--- config.mk ---
export PLATFORM = sky130hd
export DESIGN_NAME = fxmac_core
export DESIGN_NICKNAME = d
export VERILOG_FILES = /design/src/rtl/fxmac_pkg.sv /design/src/rtl/fxmac_mul.sv /design/src/rtl/fxmac_acc.sv /design/src/rtl/fxmac_narrow.sv /design/src/rtl/fxmac_core.sv
export SDC_FILE = /design/constraint.sdc
export NUM_CORES = 1
export LEC_CHECK = 0
export BUFFER_PORTS_ARGS = -buffer_cell sky130_fd_sc_hd__clkbuf_2
export CORE_MARGIN = 2
export CORE_UTILIZATION = 55
export DETAILED_ROUTE_END_ITERATION = 10
export MAX_ROUTING_LAYER = met4
export PLACE_DENSITY = 0.74
export SLEW_MARGIN = 5
export SYNTH_ARGS = -nofsm -noshare
export SYNTH_HDL_FRONTEND = slang
export SYNTH_SLANG_ARGS = --single-unit
--- constraint.sdc ---
create_clock -name clk -period 13.4 [get_ports clk]
set_input_delay 4.02 -clock clk [delete_from_list [all_inputs] [get_ports clk]]
set_output_delay 4.02 -clock clk [all_outputs]
set_load 0.1 [all_outputs]
--- src/rtl/fxmac_pkg.sv ---
package fxmac_pkg;
    typedef enum logic [1:0] {
        RND_TRUNC = 2'd0,
        RND_NEAR  = 2'd1,
        RND_CONV  = 2'd2,
        RND_RSV   = 2'd3
    } rnd_e;
endpackage

--- src/rtl/fxmac_mul.sv ---
module fxmac_mul #(
    parameter int OPW = 16
) (
    input  logic signed [OPW-1:0]   a_i,
    input  logic signed [OPW-1:0]   b_i,
    output logic signed [2*OPW-1:0] prod_o,
    output logic                    clamp_o
);
    localparam int PRW = 2 * OPW;
    localparam logic signed [OPW-1:0] MINV = {1'b1, {(OPW-1){1'b0}}};
    localparam logic signed [PRW-1:0] PMAX = {1'b0, {(PRW-1){1'b1}}};

    logic signed [PRW-1:0] raw;

    always_comb begin
        raw     = PRW'(a_i) * PRW'(b_i);
        clamp_o = (a_i == MINV) && (b_i == MINV);
        if (clamp_o) prod_o = PMAX;
        else         prod_o = raw <<< 1;
    end
endmodule

--- src/rtl/fxmac_acc.sv ---
module fxmac_acc #(
    parameter int PRW = 32,
    parameter int ACW = 40
) (
    input  logic                  clk,
    input  logic                  rst_n,
    input  logic                  in_vld,
    input  logic                  acc_clr,
    input  logic                  sub_sel,
    input  logic signed [PRW-1:0] prod_i,
    output logic signed [ACW-1:0] acc_o
);
    logic signed [ACW-1:0] ext;
    logic signed [ACW-1:0] term;

    always_comb begin
        ext  = ACW'(prod_i);
        term = sub_sel ? -ext : ext;
    end

    always_ff @(posedge clk or negedge rst_n) begin
        if (!rst_n)       acc_o <= '0;
        else if (in_vld)  acc_o <= acc_clr ? term : acc_o + term;
        else if (acc_clr) acc_o <= '0;
    end

    AST_ACC_ADD: assert property (@(posedge clk) disable iff (!rst_n)
        in_vld && !acc_clr && !sub_sel |=> acc_o == $past(acc_o) + $past(ext));
    AST_ACC_SUB: assert property (@(posedge clk) disable iff (!rst_n)
        in_vld && !acc_clr && sub_sel |=> acc_o == $past(acc_o) - $past(ext));
    AST_CLR_EMPTY: assert property (@(posedge clk) disable iff (!rst_n)
        acc_clr && !in_vld |=> acc_o == '0);
    AST_ACC_HOLD: assert property (@(posedge clk) disable iff (!rst_n)
        !acc_clr && !in_vld |=> $stable(acc_o));
endmodule

--- src/rtl/fxmac_narrow.sv ---
module fxmac_narrow
    import fxmac_pkg::*;
#(
    parameter int OPW = 16,
    parameter int ACW = 40
) (
    input  logic signed [ACW-1:0] acc_i,
    input  rnd_e                  mode_i,
    input  logic                  sat_en,
    output logic signed [OPW-1:0] res_o,
    output logic                  clip_o
);
    localparam int QW = ACW - OPW + 1;
    localparam logic [OPW-1:0] HALF = {1'b1, {(OPW-1){1'b0}}};
    localparam logic signed [QW-1:0] MAXR = {{(QW-OPW+1){1'b0}}, {(OPW-1){1'b1}}};
    localparam logic signed [QW-1:0] MINR = {{(QW-OPW+1){1'b1}}, {(OPW-1){1'b0}}};
    localparam logic signed [OPW-1:0] MAXN = {1'b0, {(OPW-1){1'b1}}};
    localparam logic signed [OPW-1:0] MINN = {1'b1, {(OPW-1){1'b0}}};

    logic [OPW-1:0]        frac;
    logic signed [QW-1:0]  base;
    logic signed [QW-1:0]  q;
    logic                  up;
    logic                  hi;
    logic                  lo;

    always_comb begin
        frac = acc_i[OPW-1:0];
        base = QW'(acc_i >>> OPW);
        unique case (mode_i)
            RND_NEAR:           up = frac[OPW-1];
            RND_CONV:           up = (frac > HALF) || ((frac == HALF) && base[0]);
            RND_TRUNC, RND_RSV: up = 1'b0;
            default:            up = 1'b0;
        endcase
        q      = base + $signed({{(QW-1){1'b0}}, up});
        hi     = q > MAXR;
        lo     = q < MINR;
        clip_o = sat_en && (hi || lo);
        if (sat_en && hi)      res_o = MAXN;
        else if (sat_en && lo) res_o = MINN;
        else                   res_o = q[OPW-1:0];
    end
endmodule

--- src/rtl/fxmac_core.sv ---
module fxmac_core
    import fxmac_pkg::*;
#(
    parameter int OPW = 16,
    parameter int GRD = 8
) (
    input  logic                        clk,
    input  logic                        rst_n,
    input  logic                        in_vld,
    input  logic                        acc_clr,
    input  logic                        sub_sel,
    input  logic [1:0]                  rnd_sel,
    input  logic                        sat_en,
    input  logic signed [OPW-1:0]       opa,
    input  logic signed [OPW-1:0]       opb,
    output logic signed [2*OPW+GRD-1:0] acc_q,
    output logic signed [OPW-1:0]       res_q,
    output logic                        ovf_q
);
    localparam int PRW = 2 * OPW;
    localparam int ACW = PRW + GRD;
    localparam logic signed [OPW-1:0] MAXN = {1'b0, {(OPW-1){1'b1}}};
    localparam logic signed [OPW-1:0] MINN = {1'b1, {(OPW-1){1'b0}}};

    logic signed [PRW-1:0] prod;
    logic                  prod_clamp;
    logic                  clip;
    rnd_e                  mode;

    assign mode = rnd_e'(rnd_sel);

    fxmac_mul #(.OPW(OPW)) i_mul (
        .a_i     (opa),
        .b_i     (opb),
        .prod_o  (prod),
        .clamp_o (prod_clamp)
    );

    fxmac_acc #(.PRW(PRW), .ACW(ACW)) i_acc (
        .clk     (clk),
        .rst_n   (rst_n),
        .in_vld  (in_vld),
        .acc_clr (acc_clr),
        .sub_sel (sub_sel),
        .prod_i  (prod),
        .acc_o   (acc_q)
    );

    fxmac_narrow #(.OPW(OPW), .ACW(ACW)) i_narrow (
        .acc_i  (acc_q),
        .mode_i (mode),
        .sat_en (sat_en),
        .res_o  (res_q),
        .clip_o (clip)
    );

    always_ff @(posedge clk or negedge rst_n) begin
        if (!rst_n)       ovf_q <= 1'b0;
        else if (acc_clr) ovf_q <= 1'b0;
        else if (clip)    ovf_q <= 1'b1;
    end

    AST_OVF_STICKY: assert property (@(posedge clk) disable iff (!rst_n)
        ovf_q && !acc_clr |=> ovf_q);
    AST_OVF_CLEAR: assert property (@(posedge clk) disable iff (!rst_n)
        acc_clr |=> !ovf_q);
    AST_SAT_BOUND: assert property (@(posedge clk) disable iff (!rst_n)
        clip |-> (res_q == MAXN) || (res_q == MINN));
    AST_PROD_CLAMP: assert property (@(posedge clk) disable iff (!rst_n)
        prod_clamp |-> !prod[PRW-1]);
endmodule

# Word level (Yosys, flattened, before mapping)
# Index checks and enable logic that the tools add are counted.
[totals]
ff_bits = 41
inputBits = 40
output_inout_bits = 57
word_cells = 36
[classes]
addsub = 3
mul = 1
order_cmp = 3
n_eq_ne = 6
n_mux = 10
reduce_logical = 11
[op_table]
columns = ["operator", "n"]
rows = [
  ["$mux 40", 4],
  ["$eq 16x16->1 const B", 3],
  ["$add 40x40->40", 1],
  ["$neg 32->40", 1],
  ["$mux 16", 2],
  ["$mux 32", 1],
  ["$mul 16x16->31", 1],
  ["$add 24x2->25", 1],
  ["$gt 25x16->1 const B", 1],
  ["$lt 25x16->1 const B", 1],
  ["$gt 16x16->1 const B", 1],
  ["$logic_and 1x1->1", 5],
  ["$eq 2x2->1 const B", 2],
  ["$reduce_bool 2->1", 2],
  ["$pmux 1 s3", 1],
  ["$eq 2x1->1 const B", 1],
  ["$logic_not 2->1", 1],
  ["$logic_or 1x1->1", 2],
  ["$mux 1", 2],
  ["$reduce_or 2->1", 1],
]

# Longest topological paths before layout
# Gate-level depths: netlist of the first run.
[logic_depth]
word_depth = 10
depth_mapped = 40

# Cells and area by module
# Synthesis of the first run repeated with hierarchy kept, for this count alone.
[unflattened]
cells_unflattened = 1829
area_unflattened_um2 = 15422.3
[modules_own_cells]
columns = ["module", "instances", "cells_each", "area_each_um2", "seq_area_each_um2"]
rows = [
  ["fxmac_mul", 1, 1155, 10017.1, 0.0],
  ["fxmac_acc", 1, 566, 4536.9, 1001.0],
  ["fxmac_narrow", 1, 106, 833.3, 0.0],
  ["fxmac_core", 1, 2, 35.0, 25.0],
]

# Worst setup path after synthesis of the first run
# No wires, ideal clock.
[synth_path]
kind = "input-to-reg"
startpoint = "input opb[9]"
endpoint = "register i_acc.acc_o[39]"
setup_ns = 0.148
t_arrival_ns = 12.765
required_time_ns = 13.252
path_slack_ns = 0.487
path_stages = 40
path_buffers = 4
path_cell_list = "clkbuf_1 clkbuf_1 nand2_1 fa_1 inv_1 fa_1 inv_1 fa_1 inv_1 fa_1 fa_1 inv_1 fa_1 inv_1 ha_1 clkbuf_1 nand2_1 nand3_1 [4 not listed] nand4_2 nand2b_1 o21ai_0 xor2_1 ha_1 clkbuf_1 and4_1 a31o_2 a21oi_1 o21ai_0 o2bb2ai_1 a31oi_1 a21oi_1 a21oi_1 o21ai_0 nor4b_1 a2111oi_1 o311ai_1"
[synth_between]
elab_chain_len = 8
[synth_rtl]
columns = ["item", "line_no", "source"]
rows = [
  ["from (decl)", "fxmac_core.sv:15", "input logic signed [OPW-1:0] opb,"],
  ["parallel branches: the longest is 2 deep, another holds $mul 16x16->31", "n/a", ""],
  ["$mux 32 (*)", "fxmac_mul.sv:18", "if (clamp_o) prod_o = PMAX;"],
  ["$neg 32->40", "fxmac_acc.sv:18", "term = sub_sel ? -ext : ext;"],
  ["$mux 40 (*)", "fxmac_acc.sv:18", ""],
  ["$add 40x40->40", "fxmac_acc.sv:23", "else if (in_vld) acc_o <= acc_clr ? term : acc_o + term;"],
  ["$mux 40 (*) (2 in series)", "fxmac_acc.sv:23", ""],
  ["to (signal assigned)", "fxmac_acc.sv:23", ""],
  ["to (decl)", "fxmac_acc.sv:11", "output logic signed [ACW-1:0] acc_o"],
]
# Every way passes the cells marked *.
# A chain may end at the register's enable or synchronous reset.

# Worst setup path after layout of the first run
[layout_path]
startpoint = "input opa[5]"
endpoint = "register i_acc.acc_o[39]"
[layout_between]
elab_chain_len = 8
[layout_rtl]
columns = ["item", "line_no", "source"]
rows = [
  ["from (decl)", "fxmac_core.sv:14", "input logic signed [OPW-1:0] opa,"],
  ["parallel branches: the longest is 2 deep, another holds $mul 16x16->31", "n/a", ""],
  ["$mux 32 (*)", "fxmac_mul.sv:18", ""],
  ["$neg 32->40", "fxmac_acc.sv:18", ""],
  ["$mux 40 (*)", "fxmac_acc.sv:18", ""],
  ["$add 40x40->40", "fxmac_acc.sv:23", ""],
  ["$mux 40 (*) (2 in series)", "fxmac_acc.sv:23", ""],
]
# Marks and branches as above.

==> results of run 1 <==
## through the flow
step           setup WS (ns)  std cells
3_3_place_gp           0.262       2280
2_1_floorplan          0.487       1844
4_1_cts               0.0574       2288
3_5_place_dp          -0.216       2280
6_report               0.444       2291
5_1_grt              -0.0498       2291
## cell usage in the layout (no fill, tap or decap), types with 9 or more instances in the layout
master    count
inv_1       338
ha_1        121
nand3_1      22
a21o_1       27
fa_1        257
and2_1      121
nor2_1       78
mux2i_1      27
nand4_1      11
xor2_1       42
a31oi_1      16
o21ai_0      98
buf_4        44
nor2b_1      10
clkbuf_2     87
o21a_1        9
xnor2_1      62
and3_1       13
dfrtp_1      41
a21oi_1      76
nor4_1       15
nor3_1       25
nand2b_1     19
nand2_1     208
## final cells by class
class,count,area [um2]
clock buffer,5,125
clock inverter,3,68.8
fill,2374,10500
inverter,343,1290
multi-input combinational,1385,12800
sequential,41,1030
tap,372,465
timing repair buffer,142,843
## routing by layer
| layer | track usage [%] | wire, um | up-vias |
|---|---|---|---|
| met5 | - | 0 | - |
| met4 | 8.25 | 1180 | 0 |
| met3 | 1.92 | 1740 | 87 |
| met2 | 49.6 | 19300 | 372 |
| met1 | 36.5 | 16300 | 6545 |
| li1 | - | - | 6042 |
## repair_timing
item | 4_1_cts | 5_1_grt
gates resized for setup | 0 | 46
buffers inserted | 0 | 3
endpoints found under the setup margin | 0 | 8
## kinds of logic (layout without fill, tap and decap cells)
kind of cell	count (synthesis)	in the layout
AOI/OAI and AO/OA	315	315
xor gates and xnor gates	105	105
adders and majority gates	380	380
buffers and inverters	418	493
DFF	41	41
muxes	27	27
and+or+nand+nor	558	558
## flip-flops by register name, summed over array words and instances (netlist names)
name / cells
ovf_q: 1
i_acc.acc_o: 40
## tightest hold or removal path, cell delays in order (launching register included)
cell and delay (ns):
dfrtp_1 0.35, nor2_1 0.05, a21oi_1 0.12
## worst min-delay path by stage
stage	start	depth (start not counted)	to
global route	ovf_q	2	ovf_q
CTS	ovf_q	2	ovf_q
detailed placement	ovf_q	2	ovf_q
floorplan	ovf_q	2	ovf_q
finish	ovf_q	2	ovf_q
global placement	ovf_q	2	ovf_q
==> impl_metrics.prom, run 1 <==
# TYPE chip_impl_metric gauge
chip_impl_metric{name="yosysSeqAreaShare",unit="%"} 6.72
chip_impl_metric{name="vias",unit=""} 13000
chip_impl_metric{name="placement_rows",unit=""} 60
chip_impl_metric{name="final.min_clock_period",unit="ns"} 12.96
chip_impl_metric{name="drt-total-wl",unit="mm"} 38.5
chip_impl_metric{name="drive_gt1_share",unit="%"} 10.2
chip_impl_info{name="ys.flop_type",value="dfrtp_1"} 1
chip_impl_metric{name="synth-xor-area-share",unit="%"} 6.03
chip_impl_metric{name="post-route-period-util",unit="%"} 96.7
chip_impl_metric{name="levels_on_crit_path",unit=""} 38
chip_impl_metric{name="syn-mean-instance-area",unit="um2"} 8.27
chip_impl_metric{name="netlist-cell-type-count",unit=""} 77
chip_impl_metric{name="r2r_cells",unit=""} 16
chip_impl_metric{name="port-buffer-count",unit=""} 96
chip_impl_metric{name="layout.cell_area.non_filler",unit="um2"} 16600
chip_impl_metric{name="dr.pass1.iters",unit=""} 6
chip_impl_metric{name="arrival_worst_endpoint",unit="ns"} 13.11
chip_impl_metric{name="yosys.area_share.simple",unit="%"} 18.4
chip_impl_info{name="critical_path_sink",value="i_acc.acc_o[39]"} 1
chip_impl_info{name="path_common_cell",value="fa_1"} 1
chip_impl_metric{name="critical_path_buf_inv_count",unit=""} 7
chip_impl_metric{name="antenna_found_initial",unit=""} 0
chip_impl_metric{name="dieHeight",unit="um"} 171
chip_impl_info{name="cell_with_the_biggest_individual_delay_on_the_critical_path",value="fa_1"} 1
chip_impl_metric{name="final_core_utilization",unit="%"} 61.3
chip_impl_metric{name="post_cts_hold_buffer_count",unit=""} 0
chip_impl_metric{name="synth-compound-area-share",unit="%"} 12.9
chip_impl_info{name="largest_family_of_logic_cells_by_synthesized_area",value="adder cells"} 1
chip_impl_metric{name="synth_async_sr_flop_share",unit="%"} 100
chip_impl_metric{name="timing.max_slew.rel_slack",unit="%"} 29.8
chip_impl_info{name="cts.root.buffer_cell",value="clkbuf_16"} 1
chip_impl_metric{name="grt_overflow_total",unit=""} 0
chip_impl_metric{name="vias_in_the_first_global_route",unit=""} 13400
chip_impl_metric{name="floorplan.die.width",unit="um"} 171
chip_impl_metric{name="postSynthCellCount",unit=""} 1844
chip_impl_metric{name="drc",unit=""} 0
chip_impl_metric{name="clkSlewWorstSetupHoldPaths",unit="ns"} 0.07
chip_impl_metric{name="regToRegSetupSlack",unit="ns"} 9.07
chip_impl_metric{name="postPlaceCellArea",unit="um2"} 16200
chip_impl_metric{name="clock_path_buffers",unit=""} 2
chip_impl_metric{name="fmax",unit="MHz"} 77.2
chip_impl_metric{name="timing.critical_path.slowest_cell_delay",unit="ns"} 0.55
chip_impl_info{name="r2r-start",value="i_acc.acc_o[16]"} 1
chip_impl_metric{name="diodes",unit=""} 0
chip_impl_metric{name="fin_skew",unit="ns"} 0.00754
chip_impl_metric{name="htree_levels",unit=""} 2
chip_impl_metric{name="core_area",unit="um2"} 27100
chip_impl_metric{name="report.final.setup_viol",unit=""} 0
chip_impl_metric{name="detail_route.wl_per_cell",unit="um"} 16.8
chip_impl_info{name="post_synth_main_area_contributors",value="fa_1, ha_1, inv_1"} 1
chip_impl_info{name="yosys-top-cells-count",value="inv_1, fa_1, nand2_1"} 1
chip_impl_metric{name="ys_seq_elements",unit=""} 41
chip_impl_info{name="worst_setup_path_end_kind",value="flip-flop"} 1
chip_impl_info{name="unrepaired_setup_endpoints_after_global_routing",value="true"} 1
chip_impl_metric{name="dieArea",unit="um2"} 29100
chip_impl_info{name="yosys.cell_count.top_type",value="inv_1"} 1
chip_impl_metric{name="area_overhead_vs_synth",unit="%"} 8.81
chip_impl_metric{name="synth_enable_flop_cells",unit=""} 0
chip_impl_metric{name="synth_adder_area_share",unit="%"} 43.8
chip_impl_metric{name="gp_congestion",unit=""} 0.907
chip_impl_metric{name="critPathRequiredTime",unit="ns"} 13.56
chip_impl_metric{name="hpwl_after_detailed_placement",unit="mm"} 31.7
chip_impl_info{name="synth_top_cell_by_area",value="fa_1"} 1
chip_impl_info{name="run_status",value="finished, final reports clean"} 1
chip_impl_info{name="worst_hold_path_type",value="flip-flop to flip-flop"} 1
chip_impl_metric{name="fin_setup_tns",unit="ns"} 0
chip_impl_info{name="critPathLaunch",value="opa[5]"} 1
chip_impl_info{name="tritoncts",value="done"} 1
chip_impl_info{name="crit-reg2reg-capture",value="ovf_q"} 1
chip_impl_metric{name="postSynthNetCount",unit=""} 2264
chip_impl_metric{name="worst_skew_pair.late_latency",unit="ns"} 0.30
chip_impl_metric{name="viasPerCell",unit=""} 5.69
chip_impl_metric{name="grt_util_all_layers",unit="%"} 28.7
chip_impl_metric{name="syn_area",unit="um2"} 15300
chip_impl_metric{name="number_of_hold_slack_violations_in_the_final_timing_report",unit=""} 0
chip_impl_metric{name="cts-buffers-inserted",unit=""} 5
chip_impl_metric{name="top_level_ports",unit=""} 97
chip_impl_metric{name="yosysTopAreaCellShare",unit="%"} 33.7
chip_impl_metric{name="synth-warning-count",unit=""} 0
chip_impl_info{name="timing.critical_path.max_delay_family",value="adder cells"} 1
chip_impl_info{name="path_class",value="input port to flip-flop"} 1
chip_impl_metric{name="maxSlewViolCount",unit=""} 0
chip_impl_metric{name="cts.sinks",unit=""} 41
chip_impl_metric{name="initial_core_util",unit="%"} 56.3
chip_impl_metric{name="hold-worst-slack",unit="ns"} 0.561
chip_impl_metric{name="worst-path-max-fanout",unit=""} 9
chip_impl_metric{name="post_synth_mux_area_share",unit="%"} 1.77
chip_impl_metric{name="drt.antenna.violating_nets",unit=""} 0
chip_impl_metric{name="dr_iter_0_viols",unit=""} 880
chip_impl_metric{name="first_pass_grt_wire_length",unit="mm"} 65.1
chip_impl_info{name="startpoint_kind_of_the_worst_setup_timing_path",value="input port"} 1
chip_impl_metric{name="max_slew.worst_pin.slew",unit="ns"} 1.05
chip_impl_metric{name="max_cap_viol_count",unit=""} 0
chip_impl_metric{name="num-nets-final",unit=""} 2338
chip_impl_metric{name="maximum_number_of_pins_on_one_net_before_global_route_repair",unit=""} 49
Power of run 1 is left out: the tool's default activity adds up to more than one toggle a clock period on the data nets, which glitch-free logic cannot reach.
==> run 2: changes to the inputs <==
- PLACE_DENSITY: 0.74 -> 0.73
==> impl_metrics.prom, run 2 (synthesis results as in run 1) <==
# TYPE chip_impl_metric gauge
chip_impl_info{name="run_status",value="finished, final reports clean"} 1
chip_impl_metric{name="dieHeight",unit="um"} 171
chip_impl_info{name="most_flops_register",value="i_acc.acc_o"} 1
chip_impl_metric{name="maximum_number_of_pins_on_one_net_before_global_route_repair",unit=""} 49
chip_impl_metric{name="drt-total-wl",unit="mm"} 38.7
chip_impl_metric{name="clkSlewWorstSetupHoldPaths",unit="ns"} 0.06
chip_impl_metric{name="timing.critical_path.slowest_cell_delay",unit="ns"} 0.55
chip_impl_metric{name="worst-path-max-fanout",unit=""} 11
chip_impl_metric{name="top_level_ports",unit=""} 97
chip_impl_metric{name="number_of_hold_slack_violations_in_the_final_timing_report",unit=""} 0
chip_impl_metric{name="dr_iter_0_viols",unit=""} 862
chip_impl_info{name="worst_hold_path_type",value="flip-flop to flip-flop"} 1
chip_impl_info{name="path_class",value="input port to flip-flop"} 1
chip_impl_metric{name="diodes",unit=""} 0
chip_impl_metric{name="report.final.setup_viol",unit=""} 0
chip_impl_metric{name="maxSlewViolCount",unit=""} 0
chip_impl_metric{name="final.min_clock_period",unit="ns"} 13.00
chip_impl_metric{name="placement_rows",unit=""} 60
chip_impl_metric{name="floorplan.die.width",unit="um"} 171
chip_impl_metric{name="number_of_flip_flops_under_the_largest_register_name",unit=""} 40
chip_impl_metric{name="cts.sinks",unit=""} 41
chip_impl_metric{name="htree_levels",unit=""} 2
chip_impl_metric{name="post_cts_hold_buffer_count",unit=""} 0
chip_impl_metric{name="critPathRequiredTime",unit="ns"} 13.55
chip_impl_metric{name="worst_skew_pair.late_latency",unit="ns"} 0.30
chip_impl_metric{name="max_slew.worst_pin.slew",unit="ns"} 1.01
chip_impl_metric{name="area_overhead_vs_synth",unit="%"} 8.55
chip_impl_metric{name="post-route-period-util",unit="%"} 97.0
chip_impl_metric{name="clock_path_buffers",unit=""} 2
chip_impl_metric{name="max_cap_viol_count",unit=""} 0
chip_impl_metric{name="final_critical_path_setup_slack",unit="ns"} 0.404
chip_impl_metric{name="drc",unit=""} 0
chip_impl_metric{name="core_area",unit="um2"} 27100
chip_impl_metric{name="timing.max_slew.rel_slack",unit="%"} 32.5
chip_impl_metric{name="drt.antenna.violating_nets",unit=""} 0
chip_impl_metric{name="layoutNonFillerInstCount",unit=""} 2292
chip_impl_metric{name="fin_skew",unit="ns"} 0.00780
chip_impl_info{name="layout.cells.most_common",value="inv_1"} 1
chip_impl_metric{name="first_pass_grt_wire_length",unit="mm"} 65.6
chip_impl_metric{name="hold-worst-slack",unit="ns"} 0.583
chip_impl_info{name="cts.root.buffer_cell",value="clkbuf_16"} 1
chip_impl_metric{name="dp_slack",unit="ns"} -0.130
chip_impl_info{name="tritoncts",value="done"} 1
chip_impl_metric{name="port-buffer-count",unit=""} 96
chip_impl_info{name="biggestRegsByFlops",value="i_acc.acc_o (40), ovf_q (1)"} 1
chip_impl_metric{name="num-nets-final",unit=""} 2339
chip_impl_metric{name="drive_gt1_share",unit="%"} 10.1
chip_impl_metric{name="viasPerCell",unit=""} 5.61
chip_impl_info{name="layout.cells.most_common_list",value="inv_1, fa_1, nand2_1"} 1
chip_impl_info{name="startpoint_kind_of_the_worst_setup_timing_path",value="input port"} 1
chip_impl_info{name="worst_setup_path_end_kind",value="flip-flop"} 1
chip_impl_info{name="cell_with_the_biggest_individual_delay_on_the_critical_path",value="fa_1"} 1
chip_impl_metric{name="dieArea",unit="um2"} 29100
chip_impl_metric{name="place.detailed.instances",unit=""} 2279
chip_impl_metric{name="gp_congestion",unit=""} 0.958
chip_impl_metric{name="cts-buffers-inserted",unit=""} 5
chip_impl_info{name="path_common_cell",value="fa_1"} 1
chip_impl_metric{name="grt_util_all_layers",unit="%"} 28.9
chip_impl_metric{name="arrival_worst_endpoint",unit="ns"} 13.15
chip_impl_metric{name="grt_overflow_total",unit=""} 0
chip_impl_metric{name="detail_route.wl_per_cell",unit="um"} 16.9
chip_impl_metric{name="fmax",unit="MHz"} 76.9
chip_impl_metric{name="hpwl_after_detailed_placement",unit="mm"} 31.9
chip_impl_metric{name="initial_core_util",unit="%"} 56.3
chip_impl_metric{name="antenna_found_initial",unit=""} 0
chip_impl_metric{name="vias",unit=""} 12900
chip_impl_metric{name="vias_in_the_first_global_route",unit=""} 13400
chip_impl_metric{name="final_core_utilization",unit="%"} 61.1
chip_impl_metric{name="dr.pass1.iters",unit=""} 6
run 2: cell count changes in the layout (fill, tap and decap cells not counted), moves of 2 or more:
cell | previous run | this run
buf_6 | 2 | 0
ha_1 | 121 | 119
ha_2 | 0 | 3
clkbuf_4 | 4 | 0
o21ai_2 | 2 | 0
clkbuf_2 | 87 | 89
buf_4 | 44 | 47
o21ai_0 | 98 | 100
run 2: critical path, delay by kind of cell:
family / cells / cell delay, ns
adders and majority gates: 8 / 3.55
AOI/OAI and AO/OA: 13 / 2.51
and+or+nand+nor: 9 / 2.21
buffers and inverters: 6 / 0.60
xor gates and xnor gates: 1 / 0.24
run 2: path summary, 6_finish.rpt:
check | slack, ns | end | from | cells after the start
setup / recovery | 0.40 | i_acc.acc_o[39] | opa[4] | 37
hold / removal | 0.58 | ovf_q | ovf_q | 2
setup reg to reg | 9.08 | ovf_q | i_acc.acc_o[16] | 16
hold reg to reg | 0.58 | ovf_q | ovf_q | 2
max in group asynchronous | 9.20 | i_acc.acc_o[29] | rst_n | 2
min in group asynchronous | 3.81 | ovf_q | rst_n | 2
run 2: layout make-up:
class                   instances  area (um2)
clock buffers                   5         125
repair buffers                143         848
clock inverters                 3        46.3
multi-input cells            1385       12800
fillers                      2472       10500
well taps                     372         465
flip-flops and latches         41        1030
inverters                     343        1290
run 2: timing repair:
item                                   CTS  global route
endpoints found under the hold margin    0             0
gates resized for setup                  0            34
setup endpoints to repair                0             7
buffers inserted                         0             5
run 2: through the flow:
step                setup TNS [ns]  cell area (um2)
floorplan                        0            15300
global placement                 0            16200
detailed placement          -0.215            16200
CTS                              0            16400
global route               -0.0760            16600
finish                           0            16600
run 2: layer usage:
metal	part of all wire, %	global-route usage (%)	vias to the layer above
li1	-	-	6037
met2	50	49.7	374
met4	2.3	7.51	0
met3	4.8	2.78	66
met1	43	36.8	6378
met5	0	-	-
Power of run 2 is left out for the same reason.
==> run 3: changes to the inputs <==
- ABC_AREA: unset -> 1
- TNS_END_PERCENT: unset -> 5
==> impl_metrics.prom, run 3 <==
# TYPE chip_impl_metric gauge
chip_impl_info{name="run_status",value="finished, final reports clean"} 1
chip_impl_metric{name="worst-path-max-fanout",unit=""} 17
chip_impl_metric{name="timing.max_slew.rel_slack",unit="%"} 28.5
chip_impl_metric{name="num-nets-final",unit=""} 3176
chip_impl_metric{name="fmax",unit="MHz"} 76.5
chip_impl_metric{name="netlist-cell-type-count",unit=""} 50
chip_impl_metric{name="placement_rows",unit=""} 65
chip_impl_info{name="path_class",value="input port to flip-flop"} 1
chip_impl_metric{name="critPathRequiredTime",unit="ns"} 13.58
chip_impl_metric{name="regToRegSetupSlack",unit="ns"} 9.41
chip_impl_metric{name="detail_route.wl_per_cell",unit="um"} 17.6
chip_impl_metric{name="max_cap_viol_count",unit=""} 0
chip_impl_metric{name="area_overhead_vs_synth",unit="%"} 4.82
chip_impl_metric{name="dr.pass1.iters",unit=""} 6
chip_impl_metric{name="layoutNonFillerInstCount",unit=""} 3158
chip_impl_metric{name="dp_slack",unit="ns"} 0.198
chip_impl_metric{name="maxSlewViolCount",unit=""} 0
chip_impl_metric{name="gp_congestion",unit=""} 1.01
chip_impl_metric{name="ys_seq_elements",unit=""} 41
chip_impl_info{name="tritoncts",value="done"} 1
chip_impl_metric{name="ff_latch_area",unit="um2"} 1030
chip_impl_info{name="path_common_cell",value="nand2_1"} 1
chip_impl_metric{name="hpwl_after_detailed_placement",unit="mm"} 46.8
chip_impl_metric{name="yosysSeqAreaShare",unit="%"} 5.80
chip_impl_metric{name="post-route-period-util",unit="%"} 97.6
chip_impl_metric{name="max_slew.worst_pin.slew",unit="ns"} 1.07
chip_impl_info{name="ys.flop_type",value="dfrtp_1"} 1
chip_impl_info{name="critical_path_sink",value="i_acc.acc_o[37]"} 1
chip_impl_metric{name="top_level_ports",unit=""} 97
chip_impl_info{name="layout.cells.most_common_list",value="nand2_1, inv_1, fa_1"} 1
chip_impl_metric{name="fin_skew",unit="ns"} 0.00644
chip_impl_info{name="crit-reg2reg-capture",value="ovf_q"} 1
chip_impl_metric{name="first_pass_grt_wire_length",unit="mm"} 89.6
chip_impl_info{name="post_synth_main_area_contributors",value="fa_1, nand2_1, inv_1"} 1
chip_impl_metric{name="post_cts_hold_buffer_count",unit=""} 0
chip_impl_info{name="cell_with_the_biggest_individual_delay_on_the_critical_path",value="fa_2"} 1
chip_impl_info{name="critPathLaunch",value="opb[3]"} 1
chip_impl_metric{name="postSynthNetCount",unit=""} 3148
chip_impl_metric{name="antenna_found_initial",unit=""} 0
chip_impl_metric{name="cts.sinks",unit=""} 41
chip_impl_info{name="layout.cells.most_common",value="nand2_1"} 1
chip_impl_metric{name="fin_setup_tns",unit="ns"} 0
chip_impl_info{name="biggestRegsByFlops",value="i_acc.acc_o (40), ovf_q (1)"} 1
chip_impl_metric{name="htree_levels",unit=""} 2
chip_impl_metric{name="core_area",unit="um2"} 31600
chip_impl_metric{name="viasPerCell",unit=""} 5.41
chip_impl_metric{name="layout.filler_cells",unit=""} 3177
chip_impl_metric{name="synth_async_sr_flop_share",unit="%"} 100
chip_impl_metric{name="drive_gt1_share",unit="%"} 6.93
chip_impl_metric{name="cts-buffers-inserted",unit=""} 5
chip_impl_metric{name="worst_skew_pair.late_latency",unit="ns"} 0.30
chip_impl_metric{name="dr_iter_0_viols",unit=""} 1479
chip_impl_info{name="most_flops_register",value="i_acc.acc_o"} 1
chip_impl_metric{name="final_critical_path_setup_slack",unit="ns"} 0.326
chip_impl_metric{name="initial_core_util",unit="%"} 55.9
chip_impl_metric{name="place.detailed.instances",unit=""} 3147
chip_impl_info{name="worst_setup_path_end_kind",value="flip-flop"} 1
chip_impl_info{name="synth_top_cell_by_area",value="fa_1"} 1
chip_impl_metric{name="r2r_cells",unit=""} 19
chip_impl_metric{name="syn-mean-instance-area",unit="um2"} 6.49
chip_impl_info{name="worst_hold_path_type",value="flip-flop to flip-flop"} 1
chip_impl_info{name="cts.root.buffer_cell",value="clkbuf_16"} 1
chip_impl_info{name="startpoint_kind_of_the_worst_setup_timing_path",value="input port"} 1
chip_impl_metric{name="clock_path_buffers",unit=""} 2
chip_impl_metric{name="timing.critical_path.slowest_cell_delay",unit="ns"} 0.70
chip_impl_info{name="yosys.cell_count.top_type",value="nand2_1"} 1
chip_impl_metric{name="final.min_clock_period",unit="ns"} 13.07
chip_impl_metric{name="number_of_hold_slack_violations_in_the_final_timing_report",unit=""} 0
chip_impl_metric{name="arrival_worst_endpoint",unit="ns"} 13.26
chip_impl_metric{name="maximum_number_of_pins_on_one_net_before_global_route_repair",unit=""} 51
chip_impl_info{name="yosys-top-cells-count",value="nand2_1, inv_1, fa_1"} 1
chip_impl_metric{name="clkSlewWorstSetupHoldPaths",unit="ns"} 0.06
chip_impl_metric{name="dieHeight",unit="um"} 183
chip_impl_metric{name="synth-warning-count",unit=""} 0
chip_impl_metric{name="number_of_flip_flops_under_the_largest_register_name",unit=""} 40
chip_impl_metric{name="synth_enable_flop_cells",unit=""} 0
chip_impl_metric{name="dieArea",unit="um2"} 33600
chip_impl_metric{name="drc",unit=""} 0
chip_impl_metric{name="vias_in_the_first_global_route",unit=""} 16800
chip_impl_metric{name="vias",unit=""} 17100
chip_impl_metric{name="port-buffer-count",unit=""} 96
chip_impl_metric{name="diodes",unit=""} 0
chip_impl_metric{name="grt_overflow_total",unit=""} 0
chip_impl_info{name="r2r-start",value="i_acc.acc_o[16]"} 1
chip_impl_metric{name="postSynthCellCount",unit=""} 2728
chip_impl_metric{name="yosysTopAreaCellShare",unit="%"} 29.1
chip_impl_metric{name="floorplan.die.width",unit="um"} 183
chip_impl_metric{name="multi_input_area",unit="um2"} 13600
chip_impl_metric{name="grt_util_all_layers",unit="%"} 35.5
chip_impl_metric{name="drt.antenna.violating_nets",unit=""} 0
chip_impl_metric{name="report.final.setup_viol",unit=""} 0
chip_impl_metric{name="syn_area",unit="um2"} 17700
chip_impl_metric{name="drt-total-wl",unit="mm"} 55.7
## run 3: kinds of logic (layout without fill, tap and decap cells)
group | after synthesis | count (layout) | share of synthesized area, %
AND/OR/NAND/NOR | 1233 | 1233 | 29.4
buffers and inverters | 811 | 839 | 17.6
adder cells (fa/ha/maj) | 380 | 380 | 37.8
AO/OA/AOI/OAI | 207 | 207 | 6.63
XOR/XNOR | 56 | 56 | 2.77
flip-flops | 41 | 41 | 5.80
## run 3: cell type report
class | instances | area share, %
tap | 402 | 2.71
multi-input combinational | 1876 | 73.2
inverter | 723 | 14.7
clock buffer | 7 | 0.769
timing repair buffer | 109 | 3.12
sequential | 41 | 5.53
## run 3: critical path: cells and delay by family
family                   cells  cell delay (ns)
AO/OA/AOI/OAI                3             0.56
adder cells (fa/ha/maj)      8             4.02
AND/OR/NAND/NOR             23             3.48
buffers and inverters        9             1.16
## run 3: worst min-delay path by stage
stage | endpoint | from | depth (start not counted) | slack (ns)
floorplan | i_acc.acc_o[10] | i_acc.acc_o[10] | 2 | 1.01
global placement | ovf_q | ovf_q | 2 | 0.53
detailed placement | i_acc.acc_o[13] | i_acc.acc_o[13] | 2 | 0.54
CTS | ovf_q | ovf_q | 2 | 0.55
global route | i_acc.acc_o[13] | i_acc.acc_o[13] | 2 | 0.58
finish | i_acc.acc_o[7] | i_acc.acc_o[7] | 2 | 0.55
## run 3: routing by layer
metal  routed length (um)  part of all wire [%]  track usage [%]
met5                    0                     0                -
met4                  822                   1.5             5.09
met3                 5930                    11             8.18
met1                25400                    46             51.6
met2                23500                    42             51.5
## run 3: stage by stage
step	hold slack [ns]	util, %	instance area (um2)
final	0.547	58.6	18500
after CTS	0.551	58.4	18500
after floorplan	1.01	-	17700
after detailed placement	0.536	58.0	18300
after global routing	0.576	58.6	18500
after global placement	0.529	58.0	18300
## run 3: repair_timing
action                     4_1_cts  5_1_grt
gates resized for setup          0        7
hold endpoints to repair         0        0
setup buffers                    0        4
setup endpoints to repair        0        4
Power of run 3 is left out for the same reason.
